[config.mk]
export PLATFORM = sky130hd
export DESIGN_NAME = fault_delay_ctrl
export DESIGN_NICKNAME = d
export VERILOG_FILES = /design/src/rtl/fdc_pkg.sv /design/src/rtl/fdc_direction.sv /design/src/rtl/fdc_counter.sv /design/src/rtl/fdc_out_fsm.sv /design/src/rtl/fault_delay_ctrl.sv
export SDC_FILE = /design/constraint.sdc
export NUM_CORES = 1
export LEC_CHECK = 0
export ABC_AREA = 1
export BUFFER_PORTS_ARGS = -buffer_cell sky130_fd_sc_hd__buf_2
export CAP_MARGIN = 20
export CELL_PAD_IN_SITES_DETAIL_PLACEMENT = 0
export CELL_PAD_IN_SITES_GLOBAL_PLACEMENT = 2
export CORE_MARGIN = 2
export CORE_UTILIZATION = 36
export CTS_CLUSTER_SIZE = 40
export DETAILED_ROUTE_END_ITERATION = 8
export PLACE_DENSITY = 0.82
export RECOVER_POWER = 25
export SKIP_LAST_GASP = 1
export SLEW_MARGIN = 20
export SYNTH_ARGS = -nofsm -noshare
export SYNTH_HDL_FRONTEND = slang
export SYNTH_SLANG_ARGS = --single-unit
[constraint.sdc]
create_clock -name clk -period 2.78 [get_ports clk]
set_clock_uncertainty 0.2 [all_clocks]
set_input_delay 0.417 -clock clk [delete_from_list [all_inputs] [get_ports clk]]
set_output_delay 0.417 -clock clk [all_outputs]
set_load 0.005 [all_outputs]
[src/rtl/fdc_pkg.sv]
package fdc_pkg;
    typedef enum logic [1:0] {
        DIR_HOLD  = 2'd0,
        DIR_UP    = 2'd1,
        DIR_DOWN  = 2'd2,
        DIR_CLEAR = 2'd3
    } dir_e;

    typedef enum logic [1:0] {
        ST_SAFE    = 2'd0,
        ST_TRIPPED = 2'd1,
        ST_DEAD    = 2'd2
    } out_st_e;
endpackage

[src/rtl/fdc_direction.sv]
module fdc_direction
    import fdc_pkg::*;
(
    input  logic supply_ok,
    input  logic standby,
    input  logic vcc_low,
    input  logic vcc_high,
    input  logic wd_fail,
    input  logic wd_recovered,
    output dir_e dir
);
    logic any_fault;

    assign any_fault = vcc_low | vcc_high | wd_fail;

    // Priority: supply loss, standby, fault, recovery, hold
    always_comb begin
        if (!supply_ok) begin
            dir = DIR_CLEAR;
        end else if (standby) begin
            dir = DIR_DOWN;
        end else if (any_fault) begin
            dir = DIR_UP;
        end else if (wd_recovered) begin
            dir = DIR_DOWN;
        end else begin
            dir = DIR_HOLD;
        end
    end
endmodule

[src/rtl/fdc_counter.sv]
module fdc_counter
    import fdc_pkg::*;
#(
    parameter int unsigned TERM_COUNT = 4000,
    parameter int unsigned CNT_W      = 12
) (
    input  logic             clk,
    input  logic             rst_n,
    input  dir_e             dir,
    output logic [CNT_W-1:0] cnt,
    output logic             at_top,
    output logic             at_zero
);
    localparam logic [CNT_W-1:0] TOP = CNT_W'(TERM_COUNT);

    logic [CNT_W-1:0] cnt_q;
    logic [CNT_W-1:0] cnt_d;

    always_comb begin
        cnt_d = cnt_q;
        unique case (dir)
            DIR_UP:    if (cnt_q != TOP) cnt_d = cnt_q + 1'b1;
            DIR_DOWN:  if (cnt_q != '0)  cnt_d = cnt_q - 1'b1;
            DIR_CLEAR: cnt_d = '0;
            DIR_HOLD:  cnt_d = cnt_q;
        endcase
    end

    always_ff @(posedge clk or negedge rst_n) begin
        if (!rst_n) cnt_q <= '0;
        else        cnt_q <= cnt_d;
    end

    assign cnt     = cnt_q;
    assign at_top  = (cnt_q == TOP);
    assign at_zero = (cnt_q == '0);
endmodule

[src/rtl/fdc_out_fsm.sv]
module fdc_out_fsm
    import fdc_pkg::*;
(
    input  logic clk,
    input  logic rst_n,
    input  logic supply_ok,
    input  logic at_top,
    input  logic at_zero,
    output logic fault_out
);
    out_st_e state_q;
    out_st_e state_d;

    always_comb begin
        state_d = state_q;
        unique case (state_q)
            ST_SAFE:    if (at_top)  state_d = ST_TRIPPED;
            ST_TRIPPED: if (at_zero) state_d = ST_SAFE;
            ST_DEAD:    state_d = ST_SAFE;
            default:    state_d = ST_SAFE;
        endcase
        if (!supply_ok) state_d = ST_DEAD;
    end

    always_ff @(posedge clk or negedge rst_n) begin
        if (!rst_n) state_q <= ST_SAFE;
        else        state_q <= state_d;
    end

    // Supply loss gates the line without waiting for an edge
    always_comb begin
        unique case (state_q)
            ST_TRIPPED: fault_out = supply_ok;
            ST_SAFE:    fault_out = 1'b0;
            ST_DEAD:    fault_out = 1'b0;
            default:    fault_out = 1'b0;
        endcase
    end
endmodule

[src/rtl/fault_delay_ctrl.sv]
module fault_delay_ctrl
    import fdc_pkg::*;
#(
    parameter int unsigned TERM_COUNT = 4000
) (
    input  logic clk,
    input  logic rst_n,
    input  logic supply_ok,
    input  logic standby,
    input  logic vcc_low,
    input  logic vcc_high,
    input  logic wd_fail,
    input  logic wd_recovered,
    output logic fault_out
);
    localparam int unsigned CNT_W = $clog2(TERM_COUNT + 1);

    dir_e             dir;
    logic [CNT_W-1:0] cnt_q;
    logic             at_top;
    logic             at_zero;

    fdc_direction u_dir (
        .supply_ok    (supply_ok),
        .standby      (standby),
        .vcc_low      (vcc_low),
        .vcc_high     (vcc_high),
        .wd_fail      (wd_fail),
        .wd_recovered (wd_recovered),
        .dir          (dir)
    );

    fdc_counter #(
        .TERM_COUNT (TERM_COUNT),
        .CNT_W      (CNT_W)
    ) u_cnt (
        .clk     (clk),
        .rst_n   (rst_n),
        .dir     (dir),
        .cnt     (cnt_q),
        .at_top  (at_top),
        .at_zero (at_zero)
    );

    fdc_out_fsm u_fsm (
        .clk       (clk),
        .rst_n     (rst_n),
        .supply_ok (supply_ok),
        .at_top    (at_top),
        .at_zero   (at_zero),
        .fault_out (fault_out)
    );
endmodule

Yosys cells after proc, flatten, opt, wreduce, memory -nomap -nowiden:

Index checks and enable logic that the tools add are counted.

* register bits: 14
* input bits: 8
* output and inout bits: 1
* word-level logic and storage cells: 35

* $add $sub $neg: 2
* equal/unequal tests: 10
* muxes and demuxes: 12
* bitwise operators: 3
* reduce and logical (&&, ||, !) cells: 6

Operators with widths (number)
* 12-bit case mux with 3 select lines: 1
* 12-bit 2-to-1 mux: 2
* 2-bit 2-to-1 mux: 7
* 12-bit by 1-bit adder with 12-bit output (second input constant): 1
* 12-bit equality test (second input constant): 1
* 12-bit logical NOT: 1
* 12-bit != test (second input constant): 1
* 12-bit nonzero test: 1
* 12-bit by 1-bit subtractor with 12-bit output (second input constant): 1
* 3-bit != test (second input constant): 2
* 2-bit by 1-bit equality test with 1-bit output (second input constant): 2
* 2-bit equality test (second input constant): 2
* 2-bit logical NOT: 2
* 2-bit by 1-bit != test with 1-bit output (second input constant): 2
* 2-bit case mux with 2 select lines: 1
* 3-bit AND reduction: 1
* 1-bit OR: 2
* 2-bit AND reduction: 1
* 1-bit 2-to-1 mux: 1
* 1-bit NOT: 1

Depth between registers and ports, before layout:

* depth after elaboration: 8
* mapped depth: 17
* gate-level depth less buffers: 17

Hierarchy:

Synthesis repeated with hierarchy kept, for this count alone.

* cells, all modules: 240
* area, all modules: 1596.5 um^2

By module, submodules not included
* fdc_counter: instances 1, cells each 217, area each 1452.6 um^2, seq. area each 300.3 um^2
* fdc_out_fsm: instances 1, cells each 13, area each 102.6 um^2, seq. area each 50.0 um^2
* fdc_direction: instances 1, cells each 10, area each 41.3 um^2, seq. area each 0.0 um^2

Worst setup path before layout:

No wires, ideal clock.

* path type: input to register
* from: in vcc_high
* to: reg u_cnt.cnt_q[11], in the netlist u_cnt.cnt[11]
* arrival time: 2.049 ns
* required time: 2.463 ns
* path slack: 0.413 ns
* stages on the path: 14
* path through: nor2_2 -> nand2_1 -> a21oi_4 -> nand2_1 -> inv_1 -> ha_1 -> nand2_1 -> nand2_1 -> a21oi_2 -> nor2_1 -> nor2_1 -> nand3_1 -> nand3_1 -> nand2_1

* longest elaborated chain between the ends: 8
* elaborated cells between the ends (all ways): 14
* classes of those cells: eq/ne: 5; mux: 4; bitwise: 3; reduce/logical: 2

Ends and longest elaborated chain
* start: declaration: line fault_delay_ctrl.sv:11 `input logic vcc_high,`
* 1-bit OR * (2 in a row): line fdc_direction.sv:14 `assign any_fault = vcc_low | vcc_high | wd_fail;`
* 2-bit 2-to-1 mux *: line fdc_direction.sv:22 `end else if (any_fault) begin`
* 2-bit 2-to-1 mux *: line fdc_direction.sv:20 `end else if (standby) begin`
* 2-bit 2-to-1 mux *: line fdc_direction.sv:18 `if (!supply_ok) begin`
* 2-bit equality test, or another cell as far along: line fdc_counter.sv:21 `unique case (dir)`
* 2-bit by 1-bit != test with 1-bit output (no source line) / 1-bit NOT (equally long branches)
* 3-bit AND reduction (no source line)
* end signal: assignment: line fdc_counter.sv:31 `else cnt_q <= cnt_d;`
* end: declaration: line fdc_counter.sv:16 `logic [CNT_W-1:0] cnt_q;`

Mark *: on every way between the ends. The rest lies on a longest branch, timed or not.
A chain may end at the register's enable or synchronous reset.

Worst setup path in the final report:

Ends and elaborated chain as after synthesis.

==> out/metrics.cfg <==
[global_route]
overflow = 0
grt_pass1_wl_um = 5140
track_usage = 0.1631
grt_start_max_net_pins = 15
antenna_found_initial = 0
first_global_vias = 1155

[clock_network]
clkLatencyLatePin_ns = 0.29
hold_buffers = 1
clk_path_buf_depth = 2
post_cts_buffers = 0
cts_tree = done
cts_root_buf = clkbuf_4
clkSinkCount = 14
cts_resized = 0
clk_pin_slew_ns = 0.09
htreeDepth = 1
cts_buffers = 3

[finish]
final_common_cell = nand2_1
stdcell_area_um2 = 1393
stdcell_count = 246
fin_nets = 220
layout_common_cells = nand2_1 (61), inv_1 (24), nor2_1 (18), nand3_1 (15), dfrtp_1 (14)
drive_gt1_frac = 0.1150
num_antenna_cells = 0
syn_to_final_growth_pct = 11.08

[setup_path]
crit_fanout = 11
timing.rr.start = u_cnt.cnt[0]
slowest_delay_ns = 0.37
worst-path-buf-inv = 2
worst-r2r-setup-slack_ns = 0.82
crit_type = in2reg
r2r_end = u_cnt.cnt[6]
cp_common_cell = nand2_1
start_kind = input pin
critPathTopFamily = simple AND/OR/NAND/NOR gates
crit_path_end_kind = flip-flop
slowest_stage = ha_1
cp_cell_sequence = buf_2 > nor2_2 > nand2_1 > a21oi_4 > nand2_1 > inv_1 > ha_1 > nand2_1 > nand2_1 > a21oi_2 > nor2_1 > nor2_1 > nand3_1 > nand3_1 > nand2_1
required_ns = 2.77
r2r_cells = 6
crit_arrival_ns = 2.46

[floorplanning]
die_h_um = 63.01
die_w_um = 63.01
num_io_pins = 9
start_util = 0.3757
dieArea_um2 = 3970
core_um2 = 3337
rows = 21

[synth]
syn_nets = 206
yosysTopAreaCellShare = 0.2794
postSynthAreaPerCell_um2 = 6.704
netlist_instances = 187
synth_area_um2 = 1254
synth_cell_type_count = 24
yosysTopAreaCell = dfrtp_1
yosys_warnings = 0
ys_seq_elements = 14
yosys-top-cells-area = dfrtp_1 (28%), nand2_1 (18%), ha_1 (10%), inv_1 (6.9%), nand3_1 (6.0%)
seq_area_frac_synth = 0.2794

[route]
viasPerCell = 4.850
wire_per_inst_um = 12.05
drc_errors = 0
antenna_left = 0
first_iter_violations = 49
met3WireLength_um = 100
wl_um = 2964
routed-via-count = 1193
wl_met1_um = 1494
drtPass1Iterations = 4
wl_met2_um = 1331
top_layer = met4

[min_path]
min_path_type = in2reg
hold_start = supply_ok
holdPathEnd = u_fsm.state_q[1]
holdPathStages = 2

[power_and_ir_drop]
irDropWorstVdd_uv = 151.2
leakagePower_nw = 0.7709
power_mw = 0.7458
power_density_nw_per_um2 = 535.6

[sta]
tightestPinTransition_ns = 0.7709
finalCritPeriodShare = 0.8884
hold_slack_ns = 0.2200
finalHoldViolations = 0
setup_violations = 0
relSlewSlack = 0.4860
rsz0062_at_grt = false
tns_ns = 0
fmax_mhz = 404.9
drv_slew = 0
fin_crit_ns = 2.470

[placement]
dp_cells = 241
hpwl_um = 2384
dpl_cell_area_um2 = 1348
io_buffers = 8
gp_routability_congestion = 0.8270

[status]
run_status = finished clean

[flow_run]
drv_cap = 0

## routing by layer
| metal | track usage | vias to the layer above |
|---|---|---|
| met5 | 0 | - |
| met4 | 0.06667 | 0 |
| met3 | 0.007207 | 4 |
| met2 | 0.2713 | 26 |
| met1 | 0.2205 | 539 |
| li1 | - | 624 |
## kinds of logic after synthesis
kind of cell / after synthesis / synth area share
compound gates: 24 / 0.1178
fa+ha+maj: 11 / 0.1158
flops: 14 / 0.2794
xor+xnor: 6 / 0.04192
buf+inv: 26 / 0.08383
simple gates: 106 / 0.3613
## Yosys cell counts
| cell type | count |
|---|---|
| nand2_1 | 61 |
| inv_1 | 23 |
| nor2_1 | 18 |
| nand3_1 | 15 |
| dfrtp_1 | 14 |
| ha_1 | 10 |
| a21oi_1 | 7 |
| o21ai_1 | 7 |
| nand2_2 | 4 |
| o21ai_0 | 4 |
| xnor2_1 | 4 |
| nand4_1 | 3 |
| a21oi_2 | 2 |
| inv_2 | 2 |
| nand3b_1 | 2 |
| nor2_2 | 2 |
| xor2_1 | 2 |
| a21o_1 | 1 |
| a21oi_4 | 1 |
| buf_6 | 1 |
| fa_1 | 1 |
| nand3_2 | 1 |
| o21bai_1 | 1 |
| o41ai_1 | 1 |
## worst max-delay path by stage
stage	startpoint	to	slack, ns	cells after the start
final	vcc_high	u_cnt.cnt[11]	0.31	15
after detailed placement	vcc_high	u_cnt.cnt[11]	-0.005	15
after global placement	vcc_high	u_cnt.cnt[11]	0.03	15
after floorplan	vcc_high	u_cnt.cnt[11]	0.41	14
after CTS	vcc_high	u_cnt.cnt[11]	0.29	15
after global routing	vcc_high	u_cnt.cnt[11]	0.02	15
## report_power, final
group          switching (mW)  total [mW]  internal, mW
combinational           0.186       0.308         0.122
clock                  0.0727       0.152        0.0798
sequential             0.0451       0.285         0.240
## worst reg2reg max path, delay by kind of cell (launching register included)
kind	cells	cell delay (ns)
AND/OR/NAND/NOR	2	0.24
XOR/XNOR	1	0.17
AO/OA/AOI/OAI	2	0.26
adder cells (fa/ha/maj)	1	0.49
flip-flops	1	0.49
## state kept, by name, indices dropped and copies added (netlist names)
signal	count
u_fsm.state_q	2
u_cnt.cnt	12
## metrics by stage
stage	setup WS, ns	utilization
after global placement	0.03008	0.4038
after floorplan	0.4134	-
after global routing	0.02179	0.4173
after CTS	0.2944	0.4177
after detailed placement	-0.004910	0.4038
final	0.3102	0.4173
## area by class of cell
cell class	instances	area, um^2
clock buffers	4	36.28
fillers	365	1944
inverters	25	93.84
multi-input cells	147	798.3
flip-flops and latches	14	350.3
well taps	46	57.56
repair buffers	10	56.30
No activity file was read; power rests on OpenSTA's default activity.
